**src/rtl/luma_vdecim_pkg.sv**
```systemverilog
package luma_vdecim_pkg;
  typedef enum logic {
    VD_THIRD   = 1'b0,
    VD_QUARTER = 1'b1
  } vd_mode_e;

  localparam int VD_PH_W = 2;
endpackage

```
**src/rtl/vd_group_track.sv**
```systemverilog
module vd_group_track
  import luma_vdecim_pkg::*;
#(
  parameter int LINE_MAX    = 114,
  parameter int LEN_THIRD   = 114,
  parameter int LEN_QUARTER = 84,
  parameter int COL_W       = 7
) (
  input  logic               clk,
  input  logic               rst_n,
  input  logic               step,
  input  logic               sol,
  input  logic               sof,
  input  vd_mode_e           mode,
  output logic [COL_W-1:0]   cur_col,
  output logic               in_range,
  output logic               first_line,
  output logic               final_line,
  output logic               dbl_weight
);
  logic [VD_PH_W-1:0] phase_q, last_ph, next_ph, cur_phase;
  logic [COL_W-1:0]   col_q;

  always_comb begin
    last_ph = (mode == VD_QUARTER) ? VD_PH_W'(3) : VD_PH_W'(2);
    next_ph = (phase_q >= last_ph) ? '0 : phase_q + 1'b1;
    if (sol) cur_phase = sof ? '0 : next_ph;
    else     cur_phase = phase_q;
    if (sol)                              cur_col = '0;
    else if (col_q == COL_W'(LINE_MAX))   cur_col = col_q;
    else                                  cur_col = col_q + 1'b1;
    if (mode == VD_QUARTER) in_range = cur_col < COL_W'(LEN_QUARTER);
    else                    in_range = cur_col < COL_W'(LEN_THIRD);
    first_line = (cur_phase == '0);
    final_line = (cur_phase == last_ph);
    dbl_weight = (mode == VD_THIRD) && (cur_phase == VD_PH_W'(1));
  end

  always_ff @(posedge clk) begin
    if (!rst_n) begin
      phase_q <= '0;
      col_q   <= '0;
    end else if (step) begin
      phase_q <= cur_phase;
      col_q   <= cur_col;
    end
  end
endmodule

```
**src/rtl/vd_line_accum.sv**
```systemverilog
module vd_line_accum #(
  parameter int LINE_MAX = 114,
  parameter int COL_W    = 7,
  parameter int Y_W      = 6,
  parameter int SUM_W    = Y_W + 2
) (
  input  logic             clk,
  input  logic             wr_en,
  input  logic [COL_W-1:0] col,
  input  logic             first_line,
  input  logic             dbl_weight,
  input  logic [Y_W-1:0]   sample,
  output logic [SUM_W-1:0] sum
);
  logic [SUM_W-1:0] mem [LINE_MAX+1];
  logic [SUM_W-1:0] base, addend;

  always_comb begin
    base   = first_line ? '0 : mem[col];
    addend = dbl_weight ? {1'b0, sample, 1'b0} : {2'b00, sample};
    sum    = base + addend;
  end

  always_ff @(posedge clk) begin
    if (wr_en) mem[col] <= sum;
  end
endmodule

```
**src/rtl/vd_delay_line.sv**
```systemverilog
module vd_delay_line #(
  parameter int DEPTH = 4,
  parameter int W     = 6
) (
  input  logic         clk,
  input  logic         rst_n,
  input  logic         adv,
  input  logic         in_vld,
  input  logic [W-1:0] in_dat,
  output logic         out_vld,
  output logic [W-1:0] out_dat
);
  generate
    if (DEPTH == 1) begin : g_single
      logic         v_q;
      logic [W-1:0] d_q;
      always_ff @(posedge clk) begin
        if (!rst_n)   v_q <= 1'b0;
        else if (adv) v_q <= in_vld;
      end
      always_ff @(posedge clk) begin
        if (adv) d_q <= in_dat;
      end
      assign out_vld = v_q;
      assign out_dat = d_q;
    end else begin : g_chain
      logic [DEPTH-1:0] v_q;
      logic [W-1:0]     d_q [DEPTH];
      always_ff @(posedge clk) begin
        if (!rst_n)   v_q <= '0;
        else if (adv) v_q <= {v_q[DEPTH-2:0], in_vld};
      end
      always_ff @(posedge clk) begin
        if (adv) begin
          d_q[0] <= in_dat;
          for (int i = 1; i < DEPTH; i++) d_q[i] <= d_q[i-1];
        end
      end
      assign out_vld = v_q[DEPTH-1];
      assign out_dat = d_q[DEPTH-1];
    end
  endgenerate
endmodule

```
**src/rtl/luma_vdecim.sv**
```systemverilog
module luma_vdecim
  import luma_vdecim_pkg::*;
#(
  parameter int Y_W         = 6,
  parameter int LINE_MAX    = 114,
  parameter int LEN_THIRD   = 114,
  parameter int LEN_QUARTER = 84,
  parameter int DELAY       = 4
) (
  input  logic           clk,
  input  logic           rst_n,
  input  logic           mode_sel,
  input  logic           in_valid,
  output logic           in_ready,
  input  logic [Y_W-1:0] in_data,
  input  logic           in_sol,
  input  logic           in_sof,
  output logic           out_valid,
  input  logic           out_ready,
  output logic [Y_W-1:0] out_data
);
  localparam int COL_W = $clog2(LINE_MAX + 1);
  localparam int SUM_W = Y_W + 2;

  logic             take, in_range, first_line, final_line, dbl_weight;
  logic [COL_W-1:0] cur_col;
  logic [SUM_W-1:0] sum, rounded;
  logic             beat_vld;
  logic [Y_W-1:0]   beat_dat;

  assign in_ready = out_ready;
  assign take     = in_valid & out_ready;

  vd_group_track #(
    .LINE_MAX(LINE_MAX), .LEN_THIRD(LEN_THIRD),
    .LEN_QUARTER(LEN_QUARTER), .COL_W(COL_W)
  ) u_track (
    .clk(clk), .rst_n(rst_n), .step(take), .sol(in_sol), .sof(in_sof),
    .mode(vd_mode_e'(mode_sel)), .cur_col(cur_col), .in_range(in_range),
    .first_line(first_line), .final_line(final_line), .dbl_weight(dbl_weight)
  );

  vd_line_accum #(
    .LINE_MAX(LINE_MAX), .COL_W(COL_W), .Y_W(Y_W), .SUM_W(SUM_W)
  ) u_accum (
    .clk(clk), .wr_en(take & in_range), .col(cur_col),
    .first_line(first_line), .dbl_weight(dbl_weight),
    .sample(in_data), .sum(sum)
  );

  always_comb begin
    rounded  = sum + SUM_W'(2);
    beat_dat = rounded[SUM_W-1:2];
    beat_vld = take & in_range & final_line;
  end

  vd_delay_line #(.DEPTH(DELAY), .W(Y_W)) u_delay (
    .clk(clk), .rst_n(rst_n), .adv(out_ready),
    .in_vld(beat_vld), .in_dat(beat_dat),
    .out_vld(out_valid), .out_dat(out_data)
  );
endmodule

```
**config.mk**
```make
export PLATFORM = sky130hd
export DESIGN_NAME = luma_vdecim
export DESIGN_NICKNAME = d
export VERILOG_FILES = /design/src/rtl/luma_vdecim_pkg.sv /design/src/rtl/vd_group_track.sv /design/src/rtl/vd_line_accum.sv /design/src/rtl/vd_delay_line.sv /design/src/rtl/luma_vdecim.sv
export SDC_FILE = /design/constraint.sdc
export NUM_CORES = 1
export LEC_CHECK = 0
export BUFFER_PORTS_ARGS = -buffer_cell sky130_fd_sc_hd__buf_2
export CORE_ASPECT_RATIO = 1.25
export CORE_MARGIN = 3
export CORE_UTILIZATION = 35
export CTS_CLUSTER_SIZE = 20
export DETAILED_ROUTE_END_ITERATION = 10
export HOLD_SLACK_MARGIN = 0.05
export PLACE_DENSITY = 0.59
export REMOVE_ABC_BUFFERS = 1
export SLEW_MARGIN = 15
export SYNTH_ARGS = -nofsm -noshare
export SYNTH_HDL_FRONTEND = slang
export SYNTH_SLANG_ARGS = --single-unit
export TNS_END_PERCENT = 20
```
**constraint.sdc**
```tcl
create_clock -name clk -period 9.9 [get_ports clk]
set_input_delay 0 -clock clk [delete_from_list [all_inputs] [get_ports clk]]
set_output_delay 0 -clock clk [all_outputs]
set_load 0.01 [all_outputs]
```
==> impl_metrics.py <==
metrics = {
    "sta": {
        "rsz0062_at_grt": "no",
        "drv_slew": 0,
        "min_period_ns": 8.49,
        "setup_viol": 0,
        "worst_slew_pin_slew_ns": 1.24,
        "min_period_over_period_pct": 85.8,
        "skew_ns": 0.0307,
        "finalHoldViolations": 0,
        "max_slew_margin_pct": 17.2,
        "setup_ws_ns": 1.41,
        "timing.fmax_ghz": 0.118,
        "setup_tns_ns": 0,
    },
    "yosys": {
        "yosys_warnings": 0,
        "synth_edf_count": 944,
        "avgSynthCellArea_um2": 16.0,
        "ys_ff_latch": 957,
        "synth.distinct_cells": 81,
        "async_flop_share_pct": 0,
        "ys_seq_area_share_pct": 78.1,
        "synth_cells": 2294,
        "netlist_area_um2": 36600,
        "ys.flop_type": "edfxtp_1",
    },
    "final_layout": {
        "multi_input_area_um2": 7610,
        "final_nets": 2358,
        "fillerInstances": 9387,
        "final_cell_mix": "944 x edfxtp_1, 245 x o22ai_1, 231 x nor2_1, 106 x o21ai_0, 90 x clkbuf_16",
        "final_layout_size_suffix_gt1_share_pct": 12.0,
        "antennaDiodeCount": 0,
        "mostFrequentLayoutCell": "edfxtp_1",
        "areaGrowthSynthToFinish_pct": 12.9,
        "seq_area_um2": 28600,
    },
    "power": {
        "internal_power_mw": 6.74,
        "leakage_nw": 12.7,
        "clockPowerShare_pct": 38.2,
        "power_frac_comb_pct": 7.5,
        "p_sw_mw": 2.05,
        "p_sw_share_pct": 23.3,
        "power.share.sequential_pct": 54.4,
        "p_per_area_nw_per_um2": 213,
        "ir_drop_mv": 0.137,
    },
    "worst_setup_path": {
        "required_ns": 10.29,
        "crit_arrival_ns": 8.88,
        "crit_family": "compound AO/OA/AOI/OAI gates",
        "cp-end-kind": "flop",
        "critPathLaunchType": "flop",
        "worst_path_max_delay_cell": "o21a_2",
        "slowest_delay_ns": 0.94,
        "crit_type": "flop to flop",
        "worst-path-buf-inv": 3,
        "cp_cell_sequence": "inv_1, ha_4, nor2b_1, a31oi_2, o21a_2, buf_4, o22ai_1, o21ai_0, a41oi_1, nor4_1, fa_4, a21oi_1, nor2_1, nor2_1, o21bai_1, a21oi_1, xnor2_2, buf_4, nand3_1, xnor2_1",
        "critPathMaxFanout": 53,
    },
    "cts": {
        "clockRootBuffer": "clkbuf_16",
        "path_clk_slew_ns": 0.07,
        "numCtsBuffers": 88,
        "clkLatencyLatePin_ns": 0.68,
        "cts_setup_buffers": 0,
        "cts_sinks": 957,
        "cts_buffer_depth": 3,
        "cts_tree": "yes",
        "htree_levels": 3,
    },
    "drt": {
        "vias": 22500,
        "drt-total-wl_um": 116000,
        "vias_per_cell": 6.00,
        "drtAntennaViolNets": 0,
        "wl_per_cell_um": 31.0,
        "drtIter0Drc": 2898,
        "dr.pass1.iters": 7,
        "remaining_drc_errors": 0,
    },
    "die": {
        "die_area_um2": 109000,
        "placementRows": 132,
        "start_util_pct": 35.3,
        "io_pins": 21,
        "die_h_um": 368,
        "dieWidth_um": 295,
        "core_area_um2": 104000,
    },
    "placed_design": {
        "gp_congestion": 1.00,
        "dpl.hpwl_um": 72300,
        "dp_slack_ns": 1.59,
        "port_buffers": 20,
    },
    "run_status": {
        "status": "completed",
    },
    "min_path": {
        "hp-class": "primary input to flop",
    },
    "global_route": {
        "antenna_found_initial": 0,
        "grt_max_degree": 94,
        "grt_pass1_vias": 22400,
        "grt_first_pass_wirelength_um": 164000,
        "overflow": 0,
        "grt.total_usage_pct": 21.0,
    },
    "flow_run": {
        "maxCapViolations": 0,
    },
}
[worst reg2reg max path: stages (launching register included)]
cell and delay [ns]:
dfxtp_2 0.32, inv_1 0.52, ha_4 0.50, nor2b_1 0.33, a31oi_2 0.87, o21a_2 0.94, buf_4 0.56, o22ai_1 0.16
o21ai_0 0.54, a41oi_1 0.33, nor4_1 0.53, fa_4 0.43, a21oi_1 0.10, nor2_1 0.10, nor2_1 0.08, o21bai_1 0.15
a21oi_1 0.13, xnor2_2 0.64, buf_4 0.60, nand3_1 0.21, xnor2_1 0.18
[stage by stage]
stage / std cells / power (mW) / utilization (%) / instance area, um2 / hold WS [ns]
floorplan: 2165 / 5.22 / - / 36100 / 0
global placement: 3577 / 5.50 / 37.1 / 38500 / 0.347
detailed placement: 3577 / 5.53 / 37.1 / 38500 / 0.355
CTS: 3743 / 8.84 / 39.9 / 41400 / 0.0744
global route: 3743 / 9.02 / 39.9 / 41400 / 0.119
finish: 3743 / 8.79 / 39.9 / 41400 / 0.112
[routing by layer]
layer	GRT usage [%]	wire length, um	part of all wire [%]
met5	0	0	0
met4	13.1	7750	6.7
met3	3.92	9280	8.0
met2	34.1	55400	48
met1	25.9	43400	37
[power by group through the flow]
stage	Clock [mW]	Sequential [mW]	Combinational, mW
floorplan	0	4.92	0.297
global route	3.54	4.78	0.696
CTS	3.39	4.78	0.662
finish	3.36	4.78	0.657
detailed placement	0	4.87	0.661
global placement	0	4.87	0.637
[layout make-up]
class	count	share of cell area [%]
inverter	8	0.0726
timing repair buffer	78	1.51
multi-input combinational	1200	18.4
clock inverter	51	1.14
tap	1340	4.05
sequential	957	69.2
clock buffer	109	5.67
[kinds of logic (layout without fill, tap and decap cells)]
group | Yosys count | in the layout | synth area share, %
compound gates | 583 | 583 | 10.6
xor+xnor | 21 | 21 | 0.543
fa+ha+maj | 12 | 12 | 0.430
buf+inv | 144 | 246 | 1.69
flops | 957 | 957 | 78.1
mux | 67 | 67 | 2.19
other cells | 1 | 8 | 0.0102
simple gates | 509 | 509 | 6.47
[Yosys cell counts (7+ instances only)]
library cell	number	area, um2
or3_1	7	43.8
a21oi_1	41	205
nor2b_1	10	62.6
mux2_2	35	394
inv_1	7	26.3
dfxtp_1	13	260
nor4_1	70	438
o221ai_1	36	315
xor2_1	8	70.1
a22oi_1	48	360
buf_1	18	67.6
o22ai_1	245	1530
a31oi_1	12	75.1
o21ai_0	106	531
mux2i_1	25	250
edfxtp_1	944	28300
nand2_1	82	308
xnor2_1	11	96.3
a32oi_1	7	61.3
a221oi_1	17	149
ha_1	11	138
a222oi_1	8	80.1
nor3_1	42	210
buf_2	43	215
nor2_1	232	871
nand2b_1	9	56.3
clkbuf_1	70	263
nand3_1	22	110
mux4_2	7	158
and2_1	10	62.6
[path summary, 6_finish.rpt]
check / startpoint / end / slack, ns / cells after the start
max: u_track.col_q[0] / u_delay.g_chain.d_q[0][5] / 1.41 / 20
min: in_sof / u_track.phase_q[1] / 0.11 / 5
max reg2reg: u_track.col_q[0] / u_delay.g_chain.d_q[0][5] / 1.41 / 20
min reg2reg: u_delay.g_chain.d_q[2][5] / u_delay.g_chain.d_q[3][5] / 0.42 / 0
[registers in the layout (all words and copies together) (netlist names)]
name                 flops
u_delay.g_chain.d_q     24
u_track.col_q            7
u_accum.mem            920
u_track.phase_q          2
u_delay.g_chain.v_q      4
[repair_timing]
item | CTS | global route
hold buffers | 6 | 0
gates resized for setup | 0 | 0
endpoints found under the hold margin | 37 | 0
Note: power is estimated with default switching activity, not from simulation.
